==> src/rtl/fpst_pkg.sv <==
package fpst_pkg;
  localparam int unsigned STK_DEPTH = 8;
  localparam int unsigned STK_WIDTH = 80;

  typedef enum logic [2:0] {
    OP_NOP   = 3'd0,
    OP_PUSH  = 3'd1,
    OP_POP   = 3'd2,
    OP_READ  = 3'd3,
    OP_WRITE = 3'd4,
    OP_XCHG  = 3'd5
  } stk_op_e;
endpackage

==> src/rtl/fpst_ptr.sv <==
module fpst_ptr #(
  parameter int unsigned DEPTH = 8,
  parameter int unsigned PTR_W = $clog2(DEPTH)
) (
  input  logic             clk,
  input  logic             rst_n,
  input  logic             init_i,
  input  logic             dec_i,
  input  logic             inc_i,
  input  logic [PTR_W-1:0] idx_i,
  output logic [PTR_W-1:0] top_o,
  output logic [PTR_W-1:0] top_dec_o,
  output logic [PTR_W-1:0] phys_o
);
  logic [PTR_W-1:0] top_q, top_d;
  logic             top_en;

  // depth is a power of two, so truncation gives the modulo wrap
  assign top_dec_o = top_q - PTR_W'(1);
  assign phys_o    = top_q + idx_i;
  assign top_o     = top_q;
  assign top_en    = init_i | dec_i | inc_i;

  always_comb begin
    top_d = top_q;
    if (init_i)     top_d = '0;
    else if (dec_i) top_d = top_dec_o;
    else if (inc_i) top_d = top_q + PTR_W'(1);
  end

  always_ff @(posedge clk or negedge rst_n) begin
    if (!rst_n)      top_q <= '0;
    else if (top_en) top_q <= top_d;
  end
endmodule

==> src/rtl/fpst_tags.sv <==
module fpst_tags #(
  parameter int unsigned DEPTH = 8,
  parameter int unsigned PTR_W = $clog2(DEPTH)
) (
  input  logic             clk,
  input  logic             rst_n,
  input  logic             init_i,
  input  logic             set_en_i,
  input  logic [PTR_W-1:0] set_idx_i,
  input  logic             clr_en_i,
  input  logic [PTR_W-1:0] clr_idx_i,
  output logic [DEPTH-1:0] valid_o
);
  logic [DEPTH-1:0] valid_q, valid_d;

  for (genvar g = 0; g < DEPTH; g++) begin : g_tag
    always_comb begin
      valid_d[g] = valid_q[g];
      if (init_i)                                       valid_d[g] = 1'b0;
      else if (set_en_i && set_idx_i == PTR_W'(g))      valid_d[g] = 1'b1;
      else if (clr_en_i && clr_idx_i == PTR_W'(g))      valid_d[g] = 1'b0;
    end
  end

  always_ff @(posedge clk or negedge rst_n) begin
    if (!rst_n) valid_q <= '0;
    else        valid_q <= valid_d;
  end

  assign valid_o = valid_q;

  // one operation per cycle never both fills and frees a slot
  p_set_clr_excl_r7: assert property (@(posedge clk) disable iff (!rst_n)
    !(set_en_i && clr_en_i));
endmodule

==> src/rtl/fpst_regfile.sv <==
module fpst_regfile #(
  parameter int unsigned DEPTH = 8,
  parameter int unsigned WIDTH = 80,
  parameter int unsigned PTR_W = $clog2(DEPTH)
) (
  input  logic             clk,
  input  logic             wa_en_i,
  input  logic [PTR_W-1:0] wa_addr_i,
  input  logic [WIDTH-1:0] wa_data_i,
  input  logic             wb_en_i,
  input  logic [PTR_W-1:0] wb_addr_i,
  input  logic [WIDTH-1:0] wb_data_i,
  input  logic [PTR_W-1:0] ra_addr_i,
  output logic [WIDTH-1:0] ra_data_o,
  input  logic [PTR_W-1:0] rb_addr_i,
  output logic [WIDTH-1:0] rb_data_o
);
  logic [WIDTH-1:0] slot_q [DEPTH];

  for (genvar g = 0; g < DEPTH; g++) begin : g_slot
    logic             hit_a, hit_b, slot_en;
    logic [WIDTH-1:0] slot_d;

    assign hit_a   = wa_en_i && wa_addr_i == PTR_W'(g);
    assign hit_b   = wb_en_i && wb_addr_i == PTR_W'(g);
    assign slot_en = hit_a | hit_b;
    assign slot_d  = hit_a ? wa_data_i : wb_data_i;

    // data slots carry no reset; the tags say whether they hold anything
    always_ff @(posedge clk) begin
      if (slot_en) slot_q[g] <= slot_d;
    end
  end

  assign ra_data_o = slot_q[ra_addr_i];
  assign rb_data_o = slot_q[rb_addr_i];
endmodule

==> src/rtl/fp_regstack.sv <==
module fp_regstack
  import fpst_pkg::*;
#(
  parameter int unsigned DEPTH = STK_DEPTH,
  parameter int unsigned WIDTH = STK_WIDTH,
  localparam int unsigned PTR_W = $clog2(DEPTH)
) (
  input  logic             clk,
  input  logic             rst_n,
  input  logic             init_i,
  input  logic [2:0]       op_i,
  input  logic [PTR_W-1:0] idx_i,
  input  logic [WIDTH-1:0] wdata_i,
  output logic [WIDTH-1:0] rdata_o,
  output logic [PTR_W-1:0] top_o,
  output logic             stk_fault_o,
  output logic             c1_o,
  output logic             invalid_o
);
  stk_op_e          op;
  logic [PTR_W-1:0] top, top_dec, phys;
  logic [DEPTH-1:0] valid;
  logic [WIDTH-1:0] rd_top, rd_phys;
  logic             ovf, unf, fault, go;
  logic             do_push, do_pop, do_write, do_xchg;
  logic             wa_en;
  logic [PTR_W-1:0] wa_addr, ra_addr;
  logic [WIDTH-1:0] wa_data;

  assign op = stk_op_e'(op_i);

  // ---- fault detection against the tags of the current state
  always_comb begin
    ovf = 1'b0;
    unf = 1'b0;
    if (!init_i) begin
      unique case (op)
        OP_PUSH: ovf = valid[top_dec];
        OP_POP:  unf = !valid[top];
        OP_READ: unf = !valid[phys];
        OP_XCHG: unf = !valid[top] || !valid[phys];
        default: ;
      endcase
    end
  end

  assign fault       = ovf | unf;
  assign go          = !init_i && !fault;
  assign stk_fault_o = fault;
  assign invalid_o   = fault;
  assign c1_o        = ovf;

  assign do_push  = go && op == OP_PUSH;
  assign do_pop   = go && op == OP_POP;
  assign do_write = go && op == OP_WRITE;
  assign do_xchg  = go && op == OP_XCHG;

  // ---- write port A: push target, write target, or ST0 side of exchange
  always_comb begin
    wa_en   = do_push | do_write | do_xchg;
    wa_addr = phys;
    wa_data = wdata_i;
    if (do_push) wa_addr = top_dec;
    if (do_xchg) begin
      wa_addr = top;
      wa_data = rd_phys;
    end
  end

  assign ra_addr = (op == OP_POP || op == OP_XCHG) ? top : phys;
  assign rdata_o = rd_top;
  assign top_o   = top;

  fpst_ptr #(.DEPTH(DEPTH), .PTR_W(PTR_W)) u_ptr (
    .clk      (clk),
    .rst_n    (rst_n),
    .init_i   (init_i),
    .dec_i    (do_push),
    .inc_i    (do_pop),
    .idx_i    (idx_i),
    .top_o    (top),
    .top_dec_o(top_dec),
    .phys_o   (phys)
  );

  fpst_tags #(.DEPTH(DEPTH), .PTR_W(PTR_W)) u_tags (
    .clk      (clk),
    .rst_n    (rst_n),
    .init_i   (init_i),
    .set_en_i (do_push | do_write),
    .set_idx_i(do_push ? top_dec : phys),
    .clr_en_i (do_pop),
    .clr_idx_i(top),
    .valid_o  (valid)
  );

  fpst_regfile #(.DEPTH(DEPTH), .WIDTH(WIDTH), .PTR_W(PTR_W)) u_rf (
    .clk      (clk),
    .wa_en_i  (wa_en),
    .wa_addr_i(wa_addr),
    .wa_data_i(wa_data),
    .wb_en_i  (do_xchg),
    .wb_addr_i(phys),
    .wb_data_i(rd_top),
    .ra_addr_i(ra_addr),
    .ra_data_o(rd_top),
    .rb_addr_i(phys),
    .rb_data_o(rd_phys)
  );

  // ---- assertions
  p_init_clean_r1: assert property (@(posedge clk) disable iff (!rst_n)
    init_i |=> (top_o == '0) && (valid == '0));

  p_push_dec_r2: assert property (@(posedge clk) disable iff (!rst_n)
    (op == OP_PUSH && !stk_fault_o && !init_i) |=>
      (top_o == PTR_W'($past(top_o) - PTR_W'(1))) && valid[top_o]);

  p_pop_inc_r4: assert property (@(posedge clk) disable iff (!rst_n)
    (op == OP_POP && !stk_fault_o && !init_i) |=>
      (top_o == PTR_W'($past(top_o) + PTR_W'(1))) && !valid[$past(top_o)]);

  p_ovf_dir_r5: assert property (@(posedge clk) disable iff (!rst_n)
    (stk_fault_o && op == OP_PUSH) |-> (c1_o && invalid_o));

  p_unf_dir_r6: assert property (@(posedge clk) disable iff (!rst_n)
    (stk_fault_o && op != OP_PUSH) |-> (!c1_o && invalid_o));

  p_fault_hold_r7: assert property (@(posedge clk) disable iff (!rst_n)
    stk_fault_o |=> $stable(top_o) && $stable(valid));

  p_nop_quiet_r10: assert property (@(posedge clk) disable iff (!rst_n)
    (op_i == 3'd0 || op_i > 3'd5) |-> !stk_fault_o);
endmodule

==> config.mk <==
export PLATFORM = sky130hd
export DESIGN_NAME = fp_regstack
export DESIGN_NICKNAME = d
export VERILOG_FILES = /design/src/rtl/fpst_pkg.sv /design/src/rtl/fpst_ptr.sv /design/src/rtl/fpst_tags.sv /design/src/rtl/fpst_regfile.sv /design/src/rtl/fp_regstack.sv
export SDC_FILE = /design/constraint.sdc
export NUM_CORES = 1
export LEC_CHECK = 0
export BUFFER_PORTS_ARGS = -buffer_cell sky130_fd_sc_hd__buf_2
export CAP_MARGIN = 20
export CORE_MARGIN = 3
export CORE_UTILIZATION = 25
export CTS_CLUSTER_SIZE = 20
export DETAILED_ROUTE_END_ITERATION = 10
export MAX_ROUTING_LAYER = met4
export SETUP_SLACK_MARGIN = 0.4
export SLEW_MARGIN = 20
export SYNTH_ARGS = -nofsm -noshare
export SYNTH_HDL_FRONTEND = slang
export SYNTH_HIERARCHICAL = 1
export SYNTH_SLANG_ARGS = --single-unit
export TNS_END_PERCENT = 100
==> constraint.sdc <==
create_clock -name clk -period 12.4 [get_ports clk]
set_clock_uncertainty 0.15 [all_clocks]
set_input_delay 0.62 -clock clk [delete_from_list [all_inputs] [get_ports clk]]
set_output_delay 0.62 -clock clk [all_outputs]
set_load 0.02 [all_outputs]
==> results.cfg <==
[status]
status = finished clean

[run]
maxCapViolCount = 0

[sta]
worst_slew_pin_slew_ps = 1107
fmax_mhz = 138.6
relSlewSlack = 0.2620
setup_viol = 0
layout_setup_ws_ps = 5186
maxSlewViolCount = 0
min_period_over_period = 0.5818
min_period_ps = 7214
finalSetupTns_ps = 0
hold_slack_ps = 229.9
rsz0062_at_grt = false
hold_viol = 0

[clocking]
cts_buffers = 79
clockRootBuffer = clkbuf_16
clkLatencyLatePin_ps = 660
cts_tree = yes
htree_num_levels = 3
clkSinkCount = 651
clockBufferDepth = 3
path_clk_slew_ps = 60

[synth]
yosys.cell_types.count = 58
synth-seq-cells = 651
yosys_warnings = 6
syn_avg_cell_area_um2 = 18.09
syn_nets = 2269
synth-seq-area-share = 0.4953
syn-cell-area_um2 = 39360
synth_edf_count = 640
ys.flop_type = edfxtp_1
netlist_instances = 2176
async_flop_share = 0.01690

[route]
via_per_inst = 4.991
first_pass_iters = 5
drc = 0
drt-initial-drc-count = 1463
wire_per_inst_um = 26.13
vias = 22040
ant_nets = 0
drt_wl_total_mm = 115.4

[cells_and_area]
drive_gt1_frac = 0.6572
nets = 2402
seq_area_um2 = 19490
fillers = 15450
area_delta_synth_final_pct = 13.61
final_util = 0.2879
final_cell_mix = mux2_2, edfxtp_1, mux4_2
multi_input_area_um2 = 18910
finalNonFillerCells = 4416
fin_area_um2 = 44710
final_common_cell = mux2_2

[worst_setup_path]
start_kind = flop
reg2regPathDepth = 14
crit_fanout = 45
timing.rr.end = u_rf/slot_q[4][75]
end_kind = output pin
cpPeakStageDelay_ps = 770
crit_chain = ha_4 > inv_1 > fa_1 > xor2_1 > xnor2_2 > buf_4 > nor2b_1 > o21ai_0 > o311a_4 > buf_4 > buf_4 > mux4_2 > mux2_2 > buf_2
crit_type = flop to output pin
critPathRequiredTime_ps = 11630
crit_top_cell = buf_4
crit_slowest_cell = o311a_4
reg2reg_slack_ps = 5410
arrival_ps = 6440
r2r_start = u_ptr/top_o[0]

[min_path]
hold_end = u_ptr/top_o[0]
hold_depth = 2
hold_path_class = input port to flop
min_from = init_i

[placement]
placed_area_um2 = 42270
port_buffers = 174
place_inst = 4270
hpwl_mm = 65.85
place_congestion = 0.7284
post-place-ws_ps = 5321

[grt]
grt_overflow = 0
grt_usage = 0.1440
antenna_found_initial = 10
grt_pass1_vias = 23540
grt_max_degree = 57
grt_pass1_wl_mm = 167.6

[floorplan]
die_area_um2 = 162200
rows = 144
die_width_um = 402.8
core_area_um2 = 155300
die_h_um = 402.8
ios = 175
start_util = 0.2534

[power]
peakVddDrop_v = 0.00009131
leakage_nw = 14.81
power.total_mw = 6.447
p_per_area_nw_per_um2 = 144.2
worst max-delay path: cells and delay by family, from the launching register on:
kind / cells / cell delay [ps]
xor gates and xnor gates: 2 / 360
and+or+nand+nor: 1 / 90
DFF: 1 / 690
AOI/OAI and AO/OA: 2 / 1020
muxes: 2 / 760
buffers and inverters: 5 / 2180
adders and majority gates: 2 / 580
synth_stat cells, drive strengths merged, types with 2 or more instances:
| cell type | count | area share |
|---|---|---|
| xor2 | 4 | 0.00089 |
| o31ai | 4 | 0.00076 |
| mux2 | 881 | 0.26 |
| nand4 | 4 | 0.00064 |
| and4bb | 2 | 0.00064 |
| nand2 | 11 | 0.0010 |
| inv | 10 | 0.00095 |
| o32ai | 7 | 0.0016 |
| nor2b | 4 | 0.00064 |
| o21bai | 2 | 0.00038 |
| a211oi | 2 | 0.00038 |
| a31oi | 3 | 0.00048 |
| ha | 3 | 0.00095 |
| mux4 | 324 | 0.19 |
| o311a | 3 | 0.00076 |
| nand2b | 12 | 0.0019 |
| and4b | 3 | 0.00076 |
| and4 | 2 | 0.00045 |
| nor4bb | 5 | 0.0013 |
| nor3 | 5 | 0.00064 |
| nor2 | 4 | 0.00038 |
| mux2i | 6 | 0.0016 |
| o21ai | 10 | 0.0013 |
| dfrtp | 11 | 0.0070 |
| or4b | 2 | 0.00051 |
| a2111oi | 3 | 0.00067 |
| and3 | 2 | 0.00032 |
| nand3 | 2 | 0.00025 |
| xnor2 | 2 | 0.00045 |
| buf | 126 | 0.023 |
| edfxtp | 640 | 0.49 |
| nand4b | 3 | 0.00067 |
| clkbuf | 51 | 0.0049 |
| and2 | 3 | 0.00048 |
| nand3b | 2 | 0.00038 |
| o22ai | 5 | 0.00079 |
routing by layer:
metal  wire [um]  GRT usage
met1       49640     0.1819
met4        2025    0.03426
met3        5994    0.02600
met2       57730     0.2399
met5           0          -
logic make-up (layout without fill, tap and decap cells):
group,count (synthesis),after routing,share of synthesized area
AOI/OAI and AO/OA,45,45,0.008425
and+or+nand+nor,72,72,0.01237
muxes,1211,1211,0.4523
adders and majority gates,4,4,0.001462
xor gates and xnor gates,6,6,0.001335
DFF,651,651,0.4953
other,0,3,0
buffers and inverters,187,380,0.02877
where the power goes:
group          leakage [nW]  total [mW]  switching, mW  internal [mW]
combinational          7.72        1.66          0.810          0.846
sequential             5.91        2.60         0.0149           2.59
clock                  1.18        2.19          0.944           1.25
total                  14.8        6.45           1.77           4.68
what timing repair did:
action | in CTS | in global routing
hold buffers | 1 | 0
gates resized for setup | 0 | 0
setup endpoints to repair | 0 | 0
hold endpoints to repair | 11 | 0
buffers inserted | 0 | 0
flip-flops by register name (all words and copies together) (netlist names):
register and flops:
u_ptr/top_o 3, u_rf/slot_q 640, u_tags/valid_o 8
worst max-delay path by stage:
stage                   startpoint                  to  slack (ps)  depth (start not counted)
global route        u_ptr/top_o[1]         rdata_o[48]        4830                         13
floorplan           u_ptr/top_o[0]   u_rf/slot_q[0][0]        2660                         13
global placement          idx_i[0]  u_rf/slot_q[4][19]        5310                         15
CTS                 u_ptr/top_o[0]         rdata_o[49]        5080                         14
detailed placement  u_ptr/top_o[0]   u_rf/slot_q[4][9]        5320                         14
finish              u_ptr/top_o[0]         rdata_o[49]        5190                         14
layout make-up:
| class | count | area share |
|---|---|---|
| tap | 2044 | 0.05720 |
| inverter | 10 | 0.0009514 |
| clock buffer | 94 | 0.04690 |
| clock inverter | 47 | 0.006688 |
| timing repair buffer | 229 | 0.02921 |
| sequential | 651 | 0.4360 |
| multi-input combinational | 1338 | 0.4229 |
| antenna | 3 | 0.0001679 |
Power figures use the tool's default switching activity.
